**src/rtl/dsar_pkg.sv**
```systemverilog
package dsar_pkg;
  typedef enum logic {
    ST_IDLE = 1'b0,
    ST_RUN  = 1'b1
  } dsar_state_e;
endpackage

```
**src/rtl/dsar_start_sync.sv**
```systemverilog
module dsar_start_sync #(
  parameter int STAGES = 2
) (
  input  logic clk,
  input  logic rst,
  input  logic req_async,
  output logic req_rise
);
  logic [STAGES-1:0] chain;
  logic              last_q;

  genvar g;
  generate
    for (g = 0; g < STAGES; g++) begin : g_stage
      if (g == 0) begin : g_first
        always_ff @(posedge clk) begin
          if (rst) chain[0] <= 1'b0;
          else     chain[0] <= req_async;
        end
      end else begin : g_next
        always_ff @(posedge clk) begin
          if (rst) chain[g] <= 1'b0;
          else     chain[g] <= chain[g-1];
        end
      end
    end
  endgenerate

  always_ff @(posedge clk) begin
    if (rst) last_q <= 1'b0;
    else     last_q <= chain[STAGES-1];
  end

  assign req_rise = chain[STAGES-1] & ~last_q;
endmodule

```
**src/rtl/dsar_seq.sv**
```systemverilog
module dsar_seq
  import dsar_pkg::*;
#(
  parameter int W  = 9,
  parameter int IW = (W > 1) ? $clog2(W) : 1
) (
  input  logic          clk,
  input  logic          rst,
  input  logic          go,
  output logic          load,
  output logic          step,
  output logic          last,
  output logic [IW-1:0] idx,
  output logic          busy,
  output logic          done
);
  localparam logic [IW-1:0] TOP_IDX = IW'(W - 1);

  dsar_state_e state_q;
  logic [IW-1:0] idx_q;
  logic done_q;

  assign busy = (state_q == ST_RUN);
  assign load = (state_q == ST_IDLE) && go;
  assign step = busy;
  assign last = busy && (idx_q == '0);
  assign idx  = idx_q;
  assign done = done_q;

  always_ff @(posedge clk) begin
    if (rst) begin
      state_q <= ST_IDLE;
      idx_q   <= '0;
      done_q  <= 1'b0;
    end else begin
      done_q <= 1'b0;
      case (state_q)
        ST_IDLE: begin
          if (go) begin
            state_q <= ST_RUN;
            idx_q   <= TOP_IDX;
          end
        end
        ST_RUN: begin
          if (idx_q == '0) begin
            state_q <= ST_IDLE;
            done_q  <= 1'b1;
          end else begin
            idx_q <= idx_q - 1'b1;
          end
        end
        default: state_q <= ST_IDLE;
      endcase
    end
  end
endmodule

```
**src/rtl/dsar_code.sv**
```systemverilog
module dsar_code #(
  parameter int W  = 9,
  parameter int IW = (W > 1) ? $clog2(W) : 1
) (
  input  logic          clk,
  input  logic          rst,
  input  logic          load,
  input  logic          step,
  input  logic          last,
  input  logic [IW-1:0] idx,
  input  logic          late,
  output logic [W-1:0]  code,
  output logic [W-1:0]  result
);
  logic [W-1:0] code_q, result_q, code_d;

  genvar b;
  generate
    for (b = 0; b < W; b++) begin : g_bit
      localparam logic [IW-1:0] SELF = IW'(b);
      localparam logic [IW-1:0] ABOVE = IW'(b + 1);
      always_comb begin
        if (load) begin
          code_d[b] = (b == W - 1);
        end else if (step && idx == SELF) begin
          code_d[b] = code_q[b] & ~late;
        end else if (step && (b < W - 1) && idx == ABOVE) begin
          code_d[b] = 1'b1;
        end else begin
          code_d[b] = code_q[b];
        end
      end
    end
  endgenerate

  always_ff @(posedge clk) begin
    if (rst) begin
      code_q   <= '0;
      result_q <= '0;
    end else begin
      code_q <= code_d;
      if (last) result_q <= code_d;
    end
  end

  assign code   = code_q;
  assign result = result_q;
endmodule

```
**src/rtl/delay_sar_ctrl.sv**
```systemverilog
module delay_sar_ctrl #(
  parameter int W           = 9,
  parameter int SYNC_STAGES = 2
) (
  input  logic         clk,
  input  logic         rst,
  input  logic         start_i,
  input  logic         late_i,
  output logic [W-1:0] tap_code_o,
  output logic         busy_o,
  output logic         done_o,
  output logic [W-1:0] result_o
);
  localparam int IW = (W > 1) ? $clog2(W) : 1;

  logic          go, load, step, last;
  logic [IW-1:0] idx;

  dsar_start_sync #(.STAGES(SYNC_STAGES)) u_sync (
    .clk      (clk),
    .rst      (rst),
    .req_async(start_i),
    .req_rise (go)
  );

  dsar_seq #(.W(W), .IW(IW)) u_seq (
    .clk (clk),
    .rst (rst),
    .go  (go),
    .load(load),
    .step(step),
    .last(last),
    .idx (idx),
    .busy(busy_o),
    .done(done_o)
  );

  dsar_code #(.W(W), .IW(IW)) u_code (
    .clk   (clk),
    .rst   (rst),
    .load  (load),
    .step  (step),
    .last  (last),
    .idx   (idx),
    .late  (late_i),
    .code  (tap_code_o),
    .result(result_o)
  );
endmodule

```
**config.mk**
```make
export PLATFORM = sky130hd
export DESIGN_NAME = delay_sar_ctrl
export DESIGN_NICKNAME = d
export VERILOG_FILES = /design/src/rtl/dsar_pkg.sv /design/src/rtl/dsar_start_sync.sv /design/src/rtl/dsar_seq.sv /design/src/rtl/dsar_code.sv /design/src/rtl/delay_sar_ctrl.sv
export SDC_FILE = /design/constraint.sdc
export NUM_CORES = 1
export LEC_CHECK = 0
export CORE_MARGIN = 3
export CORE_UTILIZATION = 44
export DETAILED_ROUTE_END_ITERATION = 16
export GPL_TIMING_DRIVEN = 1
export PLACE_DENSITY = 0.69
export REMOVE_ABC_BUFFERS = 1
export SYNTH_ARGS = -nofsm -noshare
export SYNTH_HDL_FRONTEND = slang
export SYNTH_SLANG_ARGS = --single-unit
```
**constraint.sdc**
```tcl
create_clock -name clk -period 1.4 [get_ports clk]
set_clock_uncertainty 0.05 [all_clocks]
set_input_delay 0.21 -clock clk [delete_from_list [all_inputs] [get_ports clk]]
set_output_delay 0.21 -clock clk [all_outputs]
set_load 0.01 [all_outputs]
```
-- Word level (Yosys, flattened, before mapping)
Index checks and enable logic that the tools add are counted.
- input port bits: 4
- output and inout bits: 20
- register bits after elaboration: 27
- word-level logic and storage cells: 78
- $add $sub $neg: 1
- bitwise operators: 13
- reductions and logical operators: 13
- muxes and demuxes: 33
- equality and inequality tests: 10
- operators by type and width (kind ; count):
    $mux 1 ; 29
    $eq 4x3->1 const B ; 4
    $and 1x1->1 ; 10
    $logic_and 1x1->1 ; 10
    $eq 4x2->1 const B ; 2
    $mux 4 ; 2
    $pmux 4 s2 ; 1
    $eq 4x1->1 const B ; 1
    $eq 4x4->1 const B ; 1
    $logic_not 4->1 ; 1
    $sub 4x1->4 const B ; 1
    $not 1->1 ; 3
    $ne 2x1->1 const B ; 1
    $ne 2x2->1 const B ; 1
    $pmux 1 s2 ; 1
    $reduce_and 2->1 ; 1
    $reduce_or 2->1 ; 1

-- Longest topological paths before layout
Gate-level depths: netlist of run 1.
- depth after elaboration: 5
- gate-level depth with buffers: 6
- depth with buffers taken out: 5

-- Hierarchy
From an unflattened synthesis of run 1, not the netlist that was laid out.
- cell total of the unflattened synthesis: 141
- area total of the unflattened synthesis: 1257.5 sq um
- by module, submodules not included (module ; cells each ; sequential area each (sq um) ; area each (sq um) ; times used):
    dsar_code ; 101 ; 360.3 ; 840.8 ; 1
    dsar_seq ; 33 ; 120.1 ; 329.1 ; 1
    dsar_start_sync ; 7 ; 60.1 ; 87.6 ; 1

-- Worst setup path before layout of run 1
Ideal clock, no wire load.
- kind: reg-to-reg
- from: reg u_seq.idx_q[1] (netlist: u_seq.idx[1])
- to: reg u_code.result_q[1] (netlist: u_code.result[1])
- stages on the path, launching flop included: 5
- setup time: 88 ps
- arrival: 1346 ps
- data required time: 1262 ps
- slack: -84 ps
- path buffers: 0
- clock period less this slack: 1484 ps
- path through: dfxtp_1 inv_1 ha_1 or4_4 a311oi_2
- longest elaborated chain between the ends: 5
- elaborated cells on any way between the ends: 9
- classes of those cells: eq/ne (2); mux (3); reduce/logical (4)
- RTL lines (element ; line ; RTL):
    start, declared ; dsar_seq.sv:20 ; logic [IW-1:0] idx_q;
    start signal, assigned ; dsar_seq.sv:49 ; idx_q <= idx_q - 1'b1;
    $eq 4x2->1 ; dsar_code.sv:27 ; end else if (step && (b < W - 1) && idx == ABOVE) begin
    $logic_and 1x1->1 ; dsar_code.sv:27 ;
    $mux 1 ; dsar_code.sv:27 ;
    $mux 1 ; dsar_code.sv:25 ; end else if (step && idx == SELF) begin
    $mux 1 ; dsar_code.sv:23 ; if (load) begin
    end signal, assigned ; dsar_code.sv:42 ; if (last) result_q <= code_d;
    end, declared ; dsar_code.sv:15 ; logic [W-1:0] code_q, result_q, code_d;
Several ways; a longest one is shown, not always the timed one.
A chain may end at the register's enable or synchronous reset.

-- Worst setup path in the final report of run 1
- from: reg u_seq.idx_q[1] (netlist: u_seq.idx[1])
- to: reg u_code.code_q[0] (netlist: u_code.code[0])
- longest elaborated chain between the ends: 5
- elaborated cells on any way between the ends: 7
- classes of those cells: eq/ne (1); mux (3); reduce/logical (3)
- RTL lines (element ; line ; RTL):
    $eq 4x1->1 ; dsar_code.sv:27 ;
    $logic_and 1x1->1 ; dsar_code.sv:27 ;
    $mux 1 ; dsar_code.sv:27 ;
    $mux 1 (*) ; dsar_code.sv:25 ;
    $mux 1 (*) ; dsar_code.sv:23 ;
    end signal, assigned ; dsar_code.sv:41 ; code_q <= code_d;
    end, declared ; dsar_code.sv:15 ;
Mark *: on every way between the ends. The rest lies on a longest branch, timed or not.

==> results of run 1 <==
-- final timing paths --
| kind | end | cells past startpoint | slack [ns] | start |
|---|---|---|---|---|
| max | u_code.code[0] | 5 | -0.09 | u_seq.idx[1] |
| min | u_sync.chain[0] | 2 | 0.38 | start_i |
| max reg2reg | u_code.code[0] | 5 | -0.09 | u_seq.idx[1] |
| min reg2reg | u_sync.chain[1] | 1 | 0.41 | u_sync.chain[0] |
-- logic make-up (layout without fill, tap and decap cells) --
family	after synthesis	after routing
buf+inv	14	65
compound gates	32	32
simple gates	50	50
mux	1	1
flops	27	27
fa+ha+maj	4	4
-- through the flow --
step	total power [uW]	cell area, sq um	hold WS (ns)
floorplan	856	1120	0.228
global placement	933	1610	0.371
detailed placement	936	1610	0.379
CTS	1280	1720	0.358
global route	1330	1790	0.402
finish	1280	1790	0.379
-- timing repair --
| action | in CTS | in global routing |
|---|---|---|
| resized for setup | 46 | 20 |
| pin swaps | 6 | 10 |
| hold buffers | 0 | 0 |
| setup buffers | 2 | 1 |
| setup endpoints to repair | 36 | 16 |
-- cells in the mapped netlist --
| cell | n |
|---|---|
| nor2b_1 | 5 |
| or3b_1 | 3 |
| or4_1 | 1 |
| ha_1 | 4 |
| mux2i_1 | 1 |
| nor3b_1 | 1 |
| or4_4 | 1 |
| clkbuf_1 | 1 |
| nand2b_1 | 1 |
| and4bb_2 | 1 |
| buf_2 | 5 |
| inv_1 | 4 |
| o21ai_1 | 2 |
| o211ai_1 | 2 |
| nand4bb_1 | 1 |
| and4bb_1 | 1 |
| nor3_1 | 3 |
| nor2_1 | 9 |
| or3_1 | 1 |
| o221ai_1 | 1 |
| nand2_1 | 11 |
| nand3_1 | 3 |
| o41ai_1 | 3 |
| inv_2 | 1 |
| a311oi_2 | 1 |
| nor4b_2 | 1 |
| nand3b_1 | 1 |
| a21oi_1 | 18 |
| o31ai_1 | 1 |
| nand4_1 | 3 |
| nand2_2 | 1 |
| o32ai_1 | 1 |
| o21ai_0 | 3 |
| buf_4 | 3 |
| nand4b_1 | 2 |
| dfxtp_1 | 27 |
-- where the power goes --
| part | switching, uW | leakage, uW | internal [uW] |
|---|---|---|---|
| clock network | 237 | 0.0000139 | 109 |
| logic | 66.9 | 0.000535 | 72.4 |
| registers | 11.2 | 0.000223 | 779 |
| total | 316 | 0.000772 | 961 |
-- cell type report --
class	instances	area, sq um	area share [%]
Multi-Input combinational cell	87	658	36.7
Sequential cell	27	556	31.0
Timing Repair Buffer	56	487	27.1
Tap cell	30	37.5	2.09
Inverter	5	26.3	1.46
Clock buffer	3	22.5	1.26
Clock inverter	1	7.51	0.418
-- worst reg2reg max path, stage by stage, from the launching register on --
cell,delay (ns)
dfxtp_4,0.42
inv_6,0.05
ha_4,0.18
buf_6,0.13
or4_4,0.48
a21oi_2,0.14
-- per-layer routing --
metal  share of wire (%)  global-route usage, %  vias up
met5                   0                      0        -
li1                    -                      -      559
met4                 1.4                   6.62        0
met2                  54                   33.7       25
met1                  40                   19.6      528
met3                 4.8                   4.52        4
-- sequential cells by signal, summed over array words and instances, names as in the netlist --
register	cells
u_code.code	9
u_code.result	9
u_seq.idx	4
u_sync.chain	2
u_seq.busy	1
u_seq.done	1
u_sync.last_q	1
==> flow_summary_export.csv, run 1 <==
group,metric,value,unit
status,outcome,"finished, violations left",
status,violations,"negative setup slack",
sta,finalHoldViolations,0,
logic_synthesis,synth-xor-area-share,0,%
final_layout,diodes,0,
floorplan,fp.dieH,57.6,um
route,first_pass_iters,4,
placement,pre_cts_ws,-0.194,ns
power,ir_worst_vdd,0.664,mV
sta,finalWorstSetupSlack,-0.0874,ns
logic_synthesis,synthTopCellsByArea,"dfxtp_1 (46%), a21oi_1 (7.7%), ha_1 (4.3%), nand2_1 (3.5%), nor2_1 (2.9%)",
sta,slew_viol_final,0,
setup_path,slowest_stage,"or4_4",
clock_tree,clock_sink_count,27,
sta,min_period,1.49,ns
setup_path,critical_path_class,"register to register",
sta,fmax,0.672,GHz
clock_tree,root_buffer,"clkbuf_4",
logic_synthesis,syn-cell-area,1170,sq um
logic_synthesis,synth_top_family_by_area,"simple AND/OR/NAND/NOR gates",
global_routing,overflow,0,
setup_path,start_kind,"register",
route,wire_per_inst,14.0,um
setup_path,critPathMaxFanout,6,
logic_synthesis,synth_seq_cells,27,
global_routing,grt_pass1_wl,4740,um
setup_path,worstPathCellList,"inv_6 > ha_4 > buf_6 > or4_4 > a21oi_2",
logic_synthesis,yosys.area_share.adder,4.28,%
route,wirelength,2930,um
placement,routabilityCongestion,0.822,
logic_synthesis,ys_types,36,
logic_synthesis,synth_top_area_share,46.2,%
logic_synthesis,ys_seq_area_share,46.2,%
clock_tree,clk-insertion-delay-late,0.33,ns
logic_synthesis,synth_compound_area_share,16.8,%
final_layout,final_common_cell,"buf_4",
final_layout,utilization,71.8,%
route,via_per_inst,5.34,
final_layout,final_cell_mix,"buf_4 (25), dlygate4sd2_1 (20), dfxtp_1 (19)",
clock_tree,h-tree-depth,1,
route,first_iter_violations,14,
clock_tree,cts.path.max_buffers,2,
logic_synthesis,synth_simple_gate_area_share,25.9,%
floorplan,die_area,3310,sq um
run,drv_cap,0,
placement,numPortBuffers,23,
route,drtAntennaViolNets,0,
sta,tightest_slew,0.303,ns
sta,slew_headroom,79.6,%
setup_path,critPathArrivalTime,1.72,ns
setup_path,crit_path_end_kind,"register",
setup_path,cp_top_family,"simple AND/OR/NAND/NOR gates",
floorplan,core_area,2500,sq um
sta,rsz0062_at_grt,"true",
final_layout,syn2layout_area_growth,53.4,%
logic_synthesis,syn_area_per_cell,9.14,sq um
clock_tree,clk_pin_slew,0.15,ns
power,power.leakage,0.000772,uW
floorplan,die_x,57.6,um
floorplan,rows,18,
final_layout,finalNonFillerCells,209,
global_routing,grt_max_degree,17,
sta,period_share,106,%
final_layout,drive_gt1_share,38.0,%
final_layout,fin_nets,188,
placement,dp_hpwl,2030,um
logic_synthesis,yosysTopAreaCell,"dfxtp_1",
floorplan,start_util,46.8,%
route,vias,1116,
clock_tree,cts_buffers,3,
clock_tree,tritoncts,"done",
final_layout,n_fill_cell,205,
placement,dp_cells,202,
min_path,hold_class,"input pin to register",
floorplan,ios,24,
logic_synthesis,synthMuxAreaShare,0.856,%
sta,setup_viol,2,
logic_synthesis,syn_inst,128,
setup_path,required,1.63,ns
sta,tns,-0.140,ns
setup_path,cp_num_buf_inv,2,
power,power_density,712,nW/um^2
global_routing,antenna_found_initial,0,
route,drc,0,
logic_synthesis,yosys_warnings,0,
global_routing,grt_usage,18.2,%
global_routing,grt_pass1_vias,1101,
setup_path,critPathMaxStageDelay,0.48,ns
(Power assumes the default switching activity.)
==> run 2: changes to the inputs <==
--- a/config.mk
+++ b/config.mk
@@ -14,3 +14,4 @@
 export SYNTH_ARGS = -nofsm -noshare
 export SYNTH_HDL_FRONTEND = slang
 export SYNTH_SLANG_ARGS = --single-unit
+export TNS_END_PERCENT = 20
==> flow_summary_export.csv, run 2 (synthesis gave the netlist of run 1 again) <==
group,metric,value,unit
route,first_pass_iters,5,
setup_path,rr_startpoint,"u_seq.idx[0]",
setup_path,start_kind,"register",
placement,pre_cts_ws,-0.194,ns
sta,setup_viol,2,
global_routing,met1_usage,19.7,%
global_routing,grt_usage,18.0,%
setup_path,reg2reg_slack,-0.06,ns
setup_path,cp_top_family,"simple AND/OR/NAND/NOR gates",
route,first_iter_violations,23,
global_routing,grt_pass1_wl,4710,um
sta,finalWorstSetupSlack,-0.0640,ns
setup_path,crit_path_end_kind,"register",
sta,fmax,0.683,GHz
floorplan,fp.dieH,57.6,um
clock_tree,root_buffer,"clkbuf_4",
route,drtAntennaViolNets,0,
placement,numPortBuffers,23,
setup_path,slowest_stage,"or4_4",
power,p_switching,307,uW
setup_path,cp_num_buf_inv,1,
clock_tree,clk_pin_slew,0.15,ns
setup_path,worstRegToRegCells,5,
power,power_density,717,nW/um^2
clock_tree,clock_sink_count,27,
final_layout,multiInputGateArea,643,sq um
global_routing,antenna_found_initial,0,
setup_path,critPathArrivalTime,1.67,ns
min_path,hp-start,"start_i",
clock_tree,cts_buffers,3,
route,wirelength,2870,um
placement,dp_hpwl,2030,um
route,drc,0,
setup_path,rr_endpoint,"u_code.result[1]",
global_routing,top_usage_layer,"met2",
power,sw_frac_of_total,24.2,%
placement,routabilityCongestion,0.822,
power,seq_power_share,62.3,%
sta,min_period,1.46,ns
power,power.internal,961,uW
setup_path,critPathMaxStageDelay,0.49,ns
final_layout,final_area,1770,sq um
setup_path,critical_path_class,"register to register",
sta,rsz0062_at_grt,"true",
floorplan,start_util,46.8,%
floorplan,die_x,57.6,um
final_layout,drive_gt1_share,34.6,%
power,power.leakage,0.000772,uW
floorplan,ios,24,
global_routing,grtUsageMet2,34.0,%
sta,finalHoldViolations,0,
sta,tightest_slew,0.350,ns
clock_tree,h-tree-depth,1,
clock_tree,cts.path.max_buffers,2,
floorplan,core_area,2500,sq um
power,pwr-share-clk,26.9,%
setup_path,worstPathCellList,"inv_4 > ha_4 > nand2_2 > or4_4 > a311oi_2",
final_layout,n_fill_cell,207,
global_routing,grt_pass1_vias,1089,
clock_tree,tritoncts,"done",
sta,period_share,105,%
setup_path,required,1.60,ns
floorplan,die_area,3310,sq um
clock_tree,clk-insertion-delay-late,0.32,ns
sta,slew_headroom,76.7,%
final_layout,syn2layout_area_growth,51.1,%
placement,placedInstanceArea,1610,sq um
run,drv_cap,0,
final_layout,seqCellArea,554,sq um
power,ir_worst_vdd,0.660,mV
setup_path,critPathMaxFanout,3,
status,violations,"negative setup slack",
route,via_per_inst,5.38,
route,vias,1125,
floorplan,rows,18,
final_layout,fin_nets,188,
power,p_comb_share,10.9,%
global_routing,overflow,0,
min_path,hold_class,"input pin to register",
min_path,holdPathStages,2,
status,outcome,"finished, violations left",
min_path,whs_endpoint,"u_sync.chain[0]",
global_routing,grt_max_degree,17,
final_layout,final_cell_mix,"buf_4 (28), dfxtp_1 (20), dlygate4sd2_1 (19)",
final_layout,diodes,0,
sta,slew_viol_final,0,
global_routing,met3_usage,4.52,%
final_layout,final_common_cell,"buf_4",
route,wire_per_inst,13.7,um
[run 2: cell count changes in the layout (fill, tap and decap cells not counted), moves of 3 or more]
| cell | delta |
|---|---|
| buf_4 | +3 |
| buf_6 | -3 |
| a21oi_1 | +3 |
| a21oi_2 | -3 |
[run 2: worst max-delay path by stage]
stage | start | to | cells after the start | slack (ns)
2_1_floorplan | u_seq.busy | u_code.result[1] | 3 | -0.14
3_3_place_gp | late_i | u_code.result[1] | 4 | -0.14
3_5_place_dp | u_seq.idx[1] | u_code.result[1] | 5 | -0.19
4_1_cts | u_code.code[6] | tap_code_o[6] | 1 | -0.1
5_1_grt | u_seq.idx[0] | u_code.result[1] | 7 | -0.13
6_report | u_seq.idx[0] | u_code.result[1] | 5 | -0.06
[run 2: area by class of cell]
type | count | share of cell area [%]
Clock buffer | 3 | 1.27
Clock inverter | 1 | 0.425
Inverter | 5 | 1.34
Multi-Input combinational cell | 87 | 36.4
Sequential cell | 27 | 31.4
Tap cell | 30 | 2.12
Timing Repair Buffer | 56 | 27.1
[run 2: power by group through the flow]
stage	combinational, uW	clock, uW	sequential (uW)
after floorplan	40.7	0	815
after global placement	122	0	811
after detailed placement	125	0	812
after CTS	128	360	789
after global routing	152	384	792
final	138	341	790
[run 2: repair_timing]
| item | 4_1_cts | 5_1_grt |
|---|---|---|
| resized for setup | 42 | 11 |
| pin swaps | 5 | 6 |
| hold buffers | 0 | 0 |
| endpoints found under the setup margin | 36 | 21 |
| setup buffers | 2 | 2 |
[run 2: routing by layer]
metal	share of wire (%)	vias to the layer above
met1	42	533
met2	53	30
met4	0.35	0
li1	-	560
met5	0	-
met3	5.2	2
[run 2: per-stage QoR]
| step | TNS (ns) | std cells | hold WS (ns) | total power [uW] | util (%) |
|---|---|---|---|---|---|
| 3_5_place_dp | -1.85 | 202 | 0.379 | 936 | 64.5 |
| 2_1_floorplan | -0.263 | 119 | 0.228 | 856 | - |
| 6_report | -0.123 | 209 | 0.381 | 1270 | 70.7 |
| 4_1_cts | -0.266 | 208 | 0.358 | 1280 | 68.5 |
| 5_1_grt | -0.795 | 209 | 0.397 | 1330 | 70.7 |
| 3_3_place_gp | -1.12 | 202 | 0.371 | 933 | 64.5 |
